**src/rtl/evtimer_pkg.sv**
```systemverilog
package evtimer_pkg;

    localparam int ADDR_W = 2;

    typedef enum logic [ADDR_W-1:0] {
        ADDR_COUNT = 2'd0,
        ADDR_CTRL  = 2'd1,
        ADDR_INT   = 2'd2,
        ADDR_SPARE = 2'd3
    } evt_addr_e;

    // control register fields
    localparam int RUN_BIT  = 4;
    localparam int MODE_BIT = 3;

    // interrupt register fields
    localparam int MIE_BIT  = 0;
    localparam int TIE_BIT  = 1;
    localparam int FLAG_BIT = 2;

endpackage

```
**src/rtl/evtimer_sync.sv**
```systemverilog
module evtimer_sync #(
    parameter int STAGES = 2
) (
    input  logic clk,
    input  logic rst_n,
    input  logic din,
    output logic rise
);
    // stages 0..STAGES-1 synchronize, stage STAGES keeps the previous value
    localparam int LEN = STAGES + 1;

    logic [LEN-1:0] sh_d, sh_q;

    always_comb begin
        sh_d = {sh_q[LEN-2:0], din};
    end

    always_ff @(posedge clk or negedge rst_n) begin
        if (!rst_n) sh_q <= '0;
        else        sh_q <= sh_d;
    end

    assign rise = sh_q[STAGES-1] & ~sh_q[STAGES];

endmodule

```
**src/rtl/evtimer_prescale.sv**
```systemverilog
module evtimer_prescale #(
    parameter int SEL_W = 3
) (
    input  logic             clk,
    input  logic             rst_n,
    input  logic             clr,
    input  logic             pulse,
    input  logic [SEL_W-1:0] sel,
    output logic             tick
);
    localparam int PRE_W = (1 << SEL_W) - 1;

    logic [PRE_W-1:0] pre_d, pre_q;
    logic [PRE_W:0]   one_hot;
    logic [PRE_W-1:0] mask;

    always_comb begin
        one_hot = (PRE_W + 1)'(1) << sel;
        mask    = one_hot[PRE_W-1:0] - PRE_W'(1);
        tick    = pulse && ((pre_q & mask) == mask);
        pre_d   = pre_q;
        if (clr)        pre_d = '0;
        else if (tick)  pre_d = '0;
        else if (pulse) pre_d = pre_q + PRE_W'(1);
    end

    always_ff @(posedge clk or negedge rst_n) begin
        if (!rst_n) pre_q <= '0;
        else        pre_q <= pre_d;
    end

endmodule

```
**src/rtl/evtimer_wake.sv**
```systemverilog
module evtimer_wake (
    input  logic clk,
    input  logic rst_n,
    input  logic halt,
    input  logic flag,
    input  logic ovf,
    output logic wake
);
    typedef struct packed {
        logic halt_prev;
        logic blocked;
        logic wake;
    } wk_t;

    wk_t wk_d, wk_q;
    logic halt_start;
    logic block_now;

    always_comb begin
        halt_start = halt & ~wk_q.halt_prev;
        block_now  = halt_start ? flag : wk_q.blocked;
        wk_d           = wk_q;
        wk_d.halt_prev = halt;
        if (halt_start) wk_d.blocked = flag;
        if (halt) wk_d.wake = wk_q.wake | (ovf & ~block_now);
        else      wk_d.wake = 1'b0;
    end

    always_ff @(posedge clk or negedge rst_n) begin
        if (!rst_n) wk_q <= '0;
        else        wk_q <= wk_d;
    end

    assign wake = wk_q.wake;

endmodule

```
**src/rtl/evtimer_top.sv**
```systemverilog
module evtimer_top
    import evtimer_pkg::*;
#(
    parameter int CNT_W       = 8,
    parameter int SEL_W       = 3,
    parameter int SYNC_STAGES = 2
) (
    input  logic              clk,
    input  logic              rst_n,
    input  logic              bus_we,
    input  logic [1:0]        bus_addr,
    input  logic [CNT_W-1:0]  bus_wdata,
    output logic [CNT_W-1:0]  bus_rdata,
    input  logic              evt_in,
    input  logic              halt,
    output logic              irq,
    output logic              wake
);
    localparam logic [CNT_W-1:0] CNT_MAX = {CNT_W{1'b1}};

    typedef struct packed {
        logic [CNT_W-1:0] cnt;
        logic [CNT_W-1:0] preload;
        logic             run;
        logic             evt;
        logic [SEL_W-1:0] sel;
        logic             mie;
        logic             tie;
        logic             flag;
    } st_t;

    st_t st_d, st_q;

    evt_addr_e addr;
    logic      wr_cnt, wr_ctrl, wr_int;
    logic      rise, pulse, tick, ovf;

    assign addr = evt_addr_e'(bus_addr);

    evtimer_sync #(.STAGES(SYNC_STAGES)) u_sync (
        .clk   (clk),
        .rst_n (rst_n),
        .din   (evt_in),
        .rise  (rise)
    );

    // timer mode source stops while halted; event mode source keeps running
    assign pulse = st_q.run && (st_q.evt ? rise : !halt);

    evtimer_prescale #(.SEL_W(SEL_W)) u_pre (
        .clk   (clk),
        .rst_n (rst_n),
        .clr   (!st_q.run),
        .pulse (pulse),
        .sel   (st_q.sel),
        .tick  (tick)
    );

    assign ovf = tick && (st_q.cnt == CNT_MAX);

    always_comb begin
        wr_cnt  = bus_we && (addr == ADDR_COUNT);
        wr_ctrl = bus_we && (addr == ADDR_CTRL);
        wr_int  = bus_we && (addr == ADDR_INT);
        st_d    = st_q;

        if (tick)                    st_d.cnt = ovf ? st_q.preload : st_q.cnt + CNT_W'(1);
        else if (!st_q.run && wr_cnt) st_d.cnt = bus_wdata;

        if (wr_cnt) st_d.preload = bus_wdata;

        if (wr_ctrl) begin
            st_d.run = bus_wdata[RUN_BIT];
            st_d.evt = bus_wdata[MODE_BIT];
            st_d.sel = bus_wdata[SEL_W-1:0];
        end

        if (wr_int) begin
            st_d.mie  = bus_wdata[MIE_BIT];
            st_d.tie  = bus_wdata[TIE_BIT];
            st_d.flag = bus_wdata[FLAG_BIT];
        end
        if (ovf) st_d.flag = 1'b1;
    end

    always_ff @(posedge clk or negedge rst_n) begin
        if (!rst_n) st_q <= '0;
        else        st_q <= st_d;
    end

    always_comb begin
        bus_rdata = '0;
        case (addr)
            ADDR_COUNT: bus_rdata = st_q.cnt;
            ADDR_CTRL: begin
                bus_rdata[RUN_BIT]   = st_q.run;
                bus_rdata[MODE_BIT]  = st_q.evt;
                bus_rdata[SEL_W-1:0] = st_q.sel;
            end
            ADDR_INT: begin
                bus_rdata[MIE_BIT]  = st_q.mie;
                bus_rdata[TIE_BIT]  = st_q.tie;
                bus_rdata[FLAG_BIT] = st_q.flag;
            end
            default: bus_rdata = '0;
        endcase
    end

    assign irq = st_q.flag & st_q.mie & st_q.tie;

    evtimer_wake u_wake (
        .clk   (clk),
        .rst_n (rst_n),
        .halt  (halt),
        .flag  (st_q.flag),
        .ovf   (ovf),
        .wake  (wake)
    );

endmodule

```
**config.mk**
```make
export PLATFORM = sky130hd
export DESIGN_NAME = evtimer_top
export DESIGN_NICKNAME = d
export VERILOG_FILES = /design/src/rtl/evtimer_pkg.sv /design/src/rtl/evtimer_sync.sv /design/src/rtl/evtimer_prescale.sv /design/src/rtl/evtimer_wake.sv /design/src/rtl/evtimer_top.sv
export SDC_FILE = /design/constraint.sdc
export NUM_CORES = 1
export LEC_CHECK = 0
export CAP_MARGIN = 40
export CORE_ASPECT_RATIO = 0.8
export CORE_UTILIZATION = 45
export DETAILED_ROUTE_END_ITERATION = 8
export PLACE_DENSITY = 0.62
export RECOVER_POWER = 50
export SETUP_SLACK_MARGIN = 0.05
export SLEW_MARGIN = 20
export SYNTH_ARGS = -nofsm -noshare
export SYNTH_HDL_FRONTEND = slang
export SYNTH_SLANG_ARGS = --single-unit
```
**constraint.sdc**
```tcl
create_clock -name clk -period 3.24 [get_ports clk]
set_clock_uncertainty 0.05 [all_clocks]
set_input_delay 0.648 -clock clk [delete_from_list [all_inputs] [get_ports clk]]
set_output_delay 0.648 -clock clk [all_outputs]
set_load 0.02 [all_outputs]
```
==> results of run 1 <==
synth_stat cells (2+ instances only):
cell type and n:
a22o_2 2, nor3b_1 4, mux2i_1 16, nand4_1 3
buf_6 3, clkbuf_1 4, ha_1 3, a31oi_1 2
clkbuf_2 2, and2_1 4, nand2b_1 2, nor3_1 2
nand2_1 21, xor2_1 2, nand3_1 7, nor2b_1 4
and4_1 2, dfrtp_1 37, o21ai_0 7, nor4_1 2
a21oi_1 5, mux2_2 16, o21a_1 2, nor2_1 13
nand3b_1 3, a221o_1 8, inv_1 3
cell families (layout without fill, tap and decap cells):
group / Yosys count / in the layout / synth area share
and+or+nand+nor: 80 / 80 / 0.2142
AOI/OAI and AO/OA: 37 / 37 / 0.1381
DFF: 37 / 37 / 0.4205
muxes: 32 / 32 / 0.1545
buffers and inverters: 15 / 38 / 0.04374
adders and majority gates: 3 / 3 / 0.01705
xor gates and xnor gates: 3 / 3 / 0.01193
worst max-delay path, delay by kind of cell:
| family | cells | cell delay (ns) |
|---|---|---|
| buffers and inverters | 2 | 1.35 |
| AOI/OAI and AO/OA | 1 | 0.20 |
| muxes | 1 | 0.14 |
how the worst max path moves through the flow:
stage,slack (ns),endpoint,cells past startpoint,from
final,0.20,bus_rdata[1],4,bus_addr[0]
after global routing,0.11,bus_rdata[0],5,bus_addr[0]
after CTS,0.16,bus_rdata[0],5,bus_addr[0]
after detailed placement,0.16,bus_rdata[0],5,bus_addr[0]
after global placement,0.25,bus_rdata[0],5,bus_addr[0]
after floorplan,0.71,st_q[19]$_DFFE_PN0P_,8,st_q[5]$_DFFE_PN0P_
placed cells by master, fill, tap and decap left out, types with 3 or more instances in the layout:
master	netlist	final
dfrtp_1	37	37
nand2_1	21	21
clkdlybuf4s50_1	0	21
mux2i_1	16	16
mux2_2	16	16
nor2_1	13	13
a221o_1	8	8
o21ai_0	7	7
nand3_1	7	7
clkbuf_8	1	7
a21oi_1	5	5
and2_1	4	4
nor3b_1	4	4
nand3b_1	3	3
nor2b_1	4	3
nand4_1	3	3
inv_1	3	3
ha_1	3	3
power by group:
part	internal (mW)	switching (mW)	leakage [nW]
Combinational	0.193	0.193	0.574
Sequential	0.539	0.116	0.458
Clock	0.192	0.163	0.0542
final cells by class:
cell class	count	area, um2	share of cell area
Clock buffer	7	96.34	0.03780
Multi-Input combinational cell	155	1182	0.4639
Inverter	3	11.26	0.004418
Sequential cell	37	925.9	0.3633
Timing Repair Buffer	27	252.7	0.09917
Tap cell	60	75.07	0.02946
Clock inverter	1	5.005	0.001964
through the flow:
step | area (um2) | setup slack [ns]
2_1_floorplan | 2202 | 0.7128
3_3_place_gp | 2442 | 0.2490
3_5_place_dp | 2442 | 0.1645
4_1_cts | 2544 | 0.1575
5_1_grt | 2549 | 0.1054
6_report | 2549 | 0.2048
registers in the layout, summed over array words and instances (netlist names):
name	count
u_pre.pre_q	7
st_q	24
u_wake.wk_q	2
u_sync.sh_q	3
u_wake.wake	1
layer usage:
| layer | up-vias | wire length [um] |
|---|---|---|
| met5 | - | 0 |
| met4 | 0 | 56 |
| met1 | 837 | 2377 |
| met3 | 7 | 293 |
| met2 | 51 | 2219 |
| li1 | 799 | - |
==> results.json, run 1 <==
{
  "post_drt_wl_per_cell_um": 17.05,
  "grtUsageMet2": 0.3056,
  "die_h_um": 64.57,
  "boundaryPins": 25,
  "use_met3": 0.05352,
  "critPathSlowestCell": "clkdlybuf4s50_1",
  "ys_ff_latch": 37,
  "cts_resized": 0,
  "track_usage": 0.2156,
  "critPathKind": "input pin to primary output",
  "start_util": 0.4734,
  "netlist.area_leader.share": 0.4205,
  "layout_min_cycle_time_ns": 3.035,
  "worstMarginPinSlew_ns": 1.762,
  "core_area_um2": 4652,
  "violations": "max-capacitance violations, max-slew violations",
  "final_cells": 290,
  "relSlewSlack": -0.1746,
  "rows": 22,
  "drt.antenna.violating_nets": 0,
  "drt_wl_total_um": 4945,
  "ys_seq_area_frac": 0.4205,
  "power_mw": 1.396,
  "cts_setup_buffers": 0,
  "vias": 1694,
  "grt-busiest-layer": "met1",
  "synthCells": 207,
  "synth_cell_types": 55,
  "insertion_delay_ns": 0.29,
  "reg2reg_depth": 7,
  "syn2layout_area_growth_pct": 15.74,
  "synth_edf_count": 0,
  "holdWs_ns": 0.1396,
  "worst_path_most_repeated_cell": "clkdlybuf4s50_1",
  "syn_avg_cell_area_um2": 10.64,
  "hp-class": "input pin to asynchronous set/reset pin",
  "crit_path_max_incr_delay_ns": 0.72,
  "synth_top_flop_cell": "dfrtp_1",
  "via_per_inst": 5.841,
  "outcome": "finished, violations left",
  "rsz0062_at_grt": "no",
  "fillers": 412,
  "cts_made_buffers": 5,
  "syn-num-nets": 225,
  "finalSetupTns_ns": 0,
  "worstSetupStartpointType": "input pin",
  "p_leak_nw": 1.087,
  "port_buffers": 24,
  "yosysWarnings": 0,
  "maxCapViolCount": 1,
  "synth_top_area_cell": "dfrtp_1",
  "n_antenna_cell": 0,
  "syn_area_um2": 2202,
  "grt_pass1_vias": 1625,
  "cts_hold_buf": 0,
  "period_share": 0.9368,
  "arrival_ns": 2.34,
  "first_iter_violations": 171,
  "rrSetupSlack_ns": 0.39,
  "hold_viol": 0,
  "peakVddDrop_uv": 253.4,
  "root_buffer": "clkbuf_8",
  "yosys-top-cells-area": "dfrtp_1 42%, mux2_2 8.2%, mux2i_1 7.3%",
  "fin_util": 0.5479,
  "die_w_um": 80.21,
  "drc": 0,
  "gp_congestion": 0.8389,
  "critPathCaptureType": "primary output",
  "critPathMaxFanout": 9,
  "nets": 247,
  "dp_cells": 281,
  "drive_above_1_share": 0.1870,
  "pwr_density_cell_nw_per_um2": 547.6,
  "grtUsageMet1": 0.3151,
  "cts_htree_levels": 2,
  "firstDrtPassIters": 4,
  "grt_max_degree": 38,
  "clock.fmax_mhz": 329.5,
  "setup_viol": 0,
  "place.detailed.hpwl_um": 3643,
  "cp_cell_sequence": "clkdlybuf4s50_1, mux2i_1, o21ai_0, clkdlybuf4s50_1",
  "required_ns": 2.54,
  "drv_slew": 34,
  "overflow": 0,
  "fp.dieArea_um2": 5179,
  "cts_buffer_depth": 2,
  "clkTransAtPathRegs_ns": 0.07,
  "grt_pass1_wl_um": 8266,
  "tritoncts": "built",
  "cts.sinks": 37,
  "timing.rr.start": "st_q[5]$_DFFE_PN0P_",
  "ys_async_sr_fraction": 1.000,
  "antenna_found_initial": 0,
  "rr_endpoint": "u_pre.pre_q[2]$_DFFE_PN0P_"
}
No activity file was read; power rests on OpenSTA's default activity.
==> run 2: changes to the inputs <==
--- a/config.mk
+++ b/config.mk
@@ -13,3 +13,2 @@
 export RECOVER_POWER = 50
-export SETUP_SLACK_MARGIN = 0.05
 export SLEW_MARGIN = 20
==> constraint.sdc (replaced) <==
create_clock -name clk -period 3.24 [get_ports clk]
set_clock_uncertainty 0.05 [all_clocks]
set_input_delay 0.972 -clock clk [delete_from_list [all_inputs] [get_ports clk]]
set_output_delay 0.972 -clock clk [all_outputs]
set_load 0.02 [all_outputs]
==> results.json, run 2 (synthesis gave the netlist of run 1 again) <==
{
  "seq_power_share": 0.484,
  "mostFrequentLayoutCell": "dfrtp_1",
  "vias": 1702,
  "critPathCaptureType": "primary output",
  "crit_path_max_incr_delay_ns": 0.48,
  "maxCapViolCount": 0,
  "grt_pass1_vias": 1672,
  "peakVddDrop_uv": 309.7,
  "overflow": 0,
  "critical_path_buf_inv_count": 2,
  "setup_viol": 0,
  "drc": 0,
  "drive_above_1_share": 0.2103,
  "tritoncts": "built",
  "die_w_um": 80.21,
  "timing.final.ws_setup_ns": 0.08021,
  "top_register": "st_q",
  "gp_congestion": 0.8278,
  "root_buffer": "clkbuf_8",
  "swShare": 0.3400,
  "holdWs_ns": 0.3151,
  "syn2layout_area_growth_pct": 15.40,
  "p_comb_frac": 0.279,
  "min_to": "u_sync.sh_q[1]$_DFF_PN0_",
  "die_h_um": 64.57,
  "period_share": 0.9752,
  "reg_top3": "st_q: 24 flops, u_pre.pre_q: 7 flops, u_sync.sh_q: 3 flops",
  "rr_endpoint": "u_pre.pre_q[4]$_DFFE_PN0P_",
  "rows": 22,
  "track_usage": 0.2140,
  "place_area_um2": 2472,
  "holdCritStartpoint": "u_sync.sh_q[0]$_DFF_PN0_",
  "core_area_um2": 4652,
  "arrival_ns": 2.14,
  "critPathSlowestCell": "clkdlybuf4s50_1",
  "final_area_um2": 2541,
  "hold_viol": 0,
  "hp-class": "flop to flop",
  "rrSetupSlack_ns": 0.35,
  "cp_cell_sequence": "clkdlybuf4s50_1, nor2b_2, nand2_1, o21ai_0, clkdlybuf4s15_1",
  "first_iter_violations": 119,
  "outcome": "complete, no violations",
  "drv_slew": 0,
  "n_antenna_cell": 0,
  "via_per_inst": 5.809,
  "antenna_found_initial": 0,
  "clkTransAtPathRegs_ns": 0.07,
  "port_buffers": 24,
  "critPathKind": "input pin to primary output",
  "reg2reg_depth": 7,
  "firstDrtPassIters": 4,
  "layout_min_cycle_time_ns": 3.160,
  "insertion_delay_ns": 0.29,
  "p_leak_nw": 1.111,
  "place.detailed.hpwl_um": 3503,
  "cts_htree_levels": 2,
  "cts_buffer_depth": 2,
  "rsz0062_at_grt": "no",
  "post_drt_wl_per_cell_um": 16.50,
  "nets": 251,
  "critPathMaxFanout": 4,
  "power_switching_mw": 0.4608,
  "fp.dieArea_um2": 5179,
  "cts_hold_buf": 0,
  "place_worst_setup_slack_ns": -0.3728,
  "boundaryPins": 25,
  "relSlewSlack": 0.1565,
  "whs_path_depth": 0,
  "drt.antenna.violating_nets": 0,
  "drt_wl_total_um": 4835,
  "timing.rr.start": "st_q[5]$_DFFE_PN0P_",
  "pwr_density_cell_nw_per_um2": 533.3,
  "worstMarginPinSlew_ns": 1.265,
  "required_ns": 2.22,
  "grt_max_degree": 38,
  "grt_pass1_wl_um": 8376,
  "crit_family": "buffers and inverters",
  "cts.sinks": 37,
  "p_int_mw": 0.8944,
  "clkPwrFrac": 0.237,
  "worstSetupStartpointType": "input pin",
  "start_util": 0.4734,
  "layout.cells.most_common_list": "37 x dfrtp_1, 21 x nand2_1, 16 x mux2i_1, 16 x mux2_2, 13 x nor2_1",
  "cts_made_buffers": 5,
  "clock.fmax_mhz": 316.5,
  "largest_register_ff_count": 24
}
run 2: timing repair:
item | in CTS | in global routing
setup buffers | 0 | 0
endpoints found under the hold margin | 0 | 0
cloned | 0 | 0
endpoints found under the setup margin | 8 | 6
pin swaps | 0 | 0
resized for setup | 11 | 11
run 2: worst reg2reg max path: stages (launching register included):
cell      delay (ns)
dfrtp_1         0.50
or3_2           0.52
ha_1            0.31
nor2b_1         0.17
mux2i_1         0.19
and4_1          0.53
a21boi_4        0.15
a221o_1         0.34
run 2: cell type report:
type,count,area [um2]
Sequential cell,37,925.9
Inverter,3,11.26
Tap cell,60,75.07
Clock buffer,7,86.33
Fill cell,409,2111
Timing Repair Buffer,31,260.3
Multi-Input combinational cell,155,1182
run 2: power groups by stage:
| stage | Combinational (mW) | Clock [mW] | Sequential, mW |
|---|---|---|---|
| floorplan | 0.336 | 0 | 0.590 |
| global placement | 0.375 | 0 | 0.655 |
| detailed placement | 0.390 | 0 | 0.660 |
| CTS | 0.381 | 0.334 | 0.651 |
| global route | 0.422 | 0.343 | 0.672 |
| finish | 0.378 | 0.322 | 0.656 |
run 2: how the worst max path moves through the flow:
stage | from | to | slack [ns] | depth (start not counted)
floorplan | bus_addr[0] | bus_rdata[0] | 0.31 | 3
global placement | bus_addr[0] | bus_rdata[6] | -0.35 | 5
detailed placement | bus_addr[0] | bus_rdata[7] | -0.37 | 5
CTS | bus_addr[1] | bus_rdata[7] | 0.05 | 5
global route | bus_addr[1] | bus_rdata[0] | 0.001 | 5
finish | bus_addr[1] | bus_rdata[2] | 0.08 | 5
run 2: per-layer routing:
layer  global-route usage  share of wire  wire length, um
met1               0.3202           0.52             2495
met2               0.3120           0.42             2039
met3              0.03803          0.052              250
met4              0.06696          0.011               51
met5                    0              0                0
run 2: per-stage QoR:
stage          total power [mW]  TNS (ns)  std cells  utilization
2_1_floorplan            0.9260         0        207            -
3_3_place_gp              1.030    -2.633        285       0.5315
3_5_place_dp              1.049    -2.931        285       0.5315
4_1_cts                   1.366         0        292       0.5484
5_1_grt                   1.438         0        293       0.5463
6_report                  1.355         0        293       0.5463
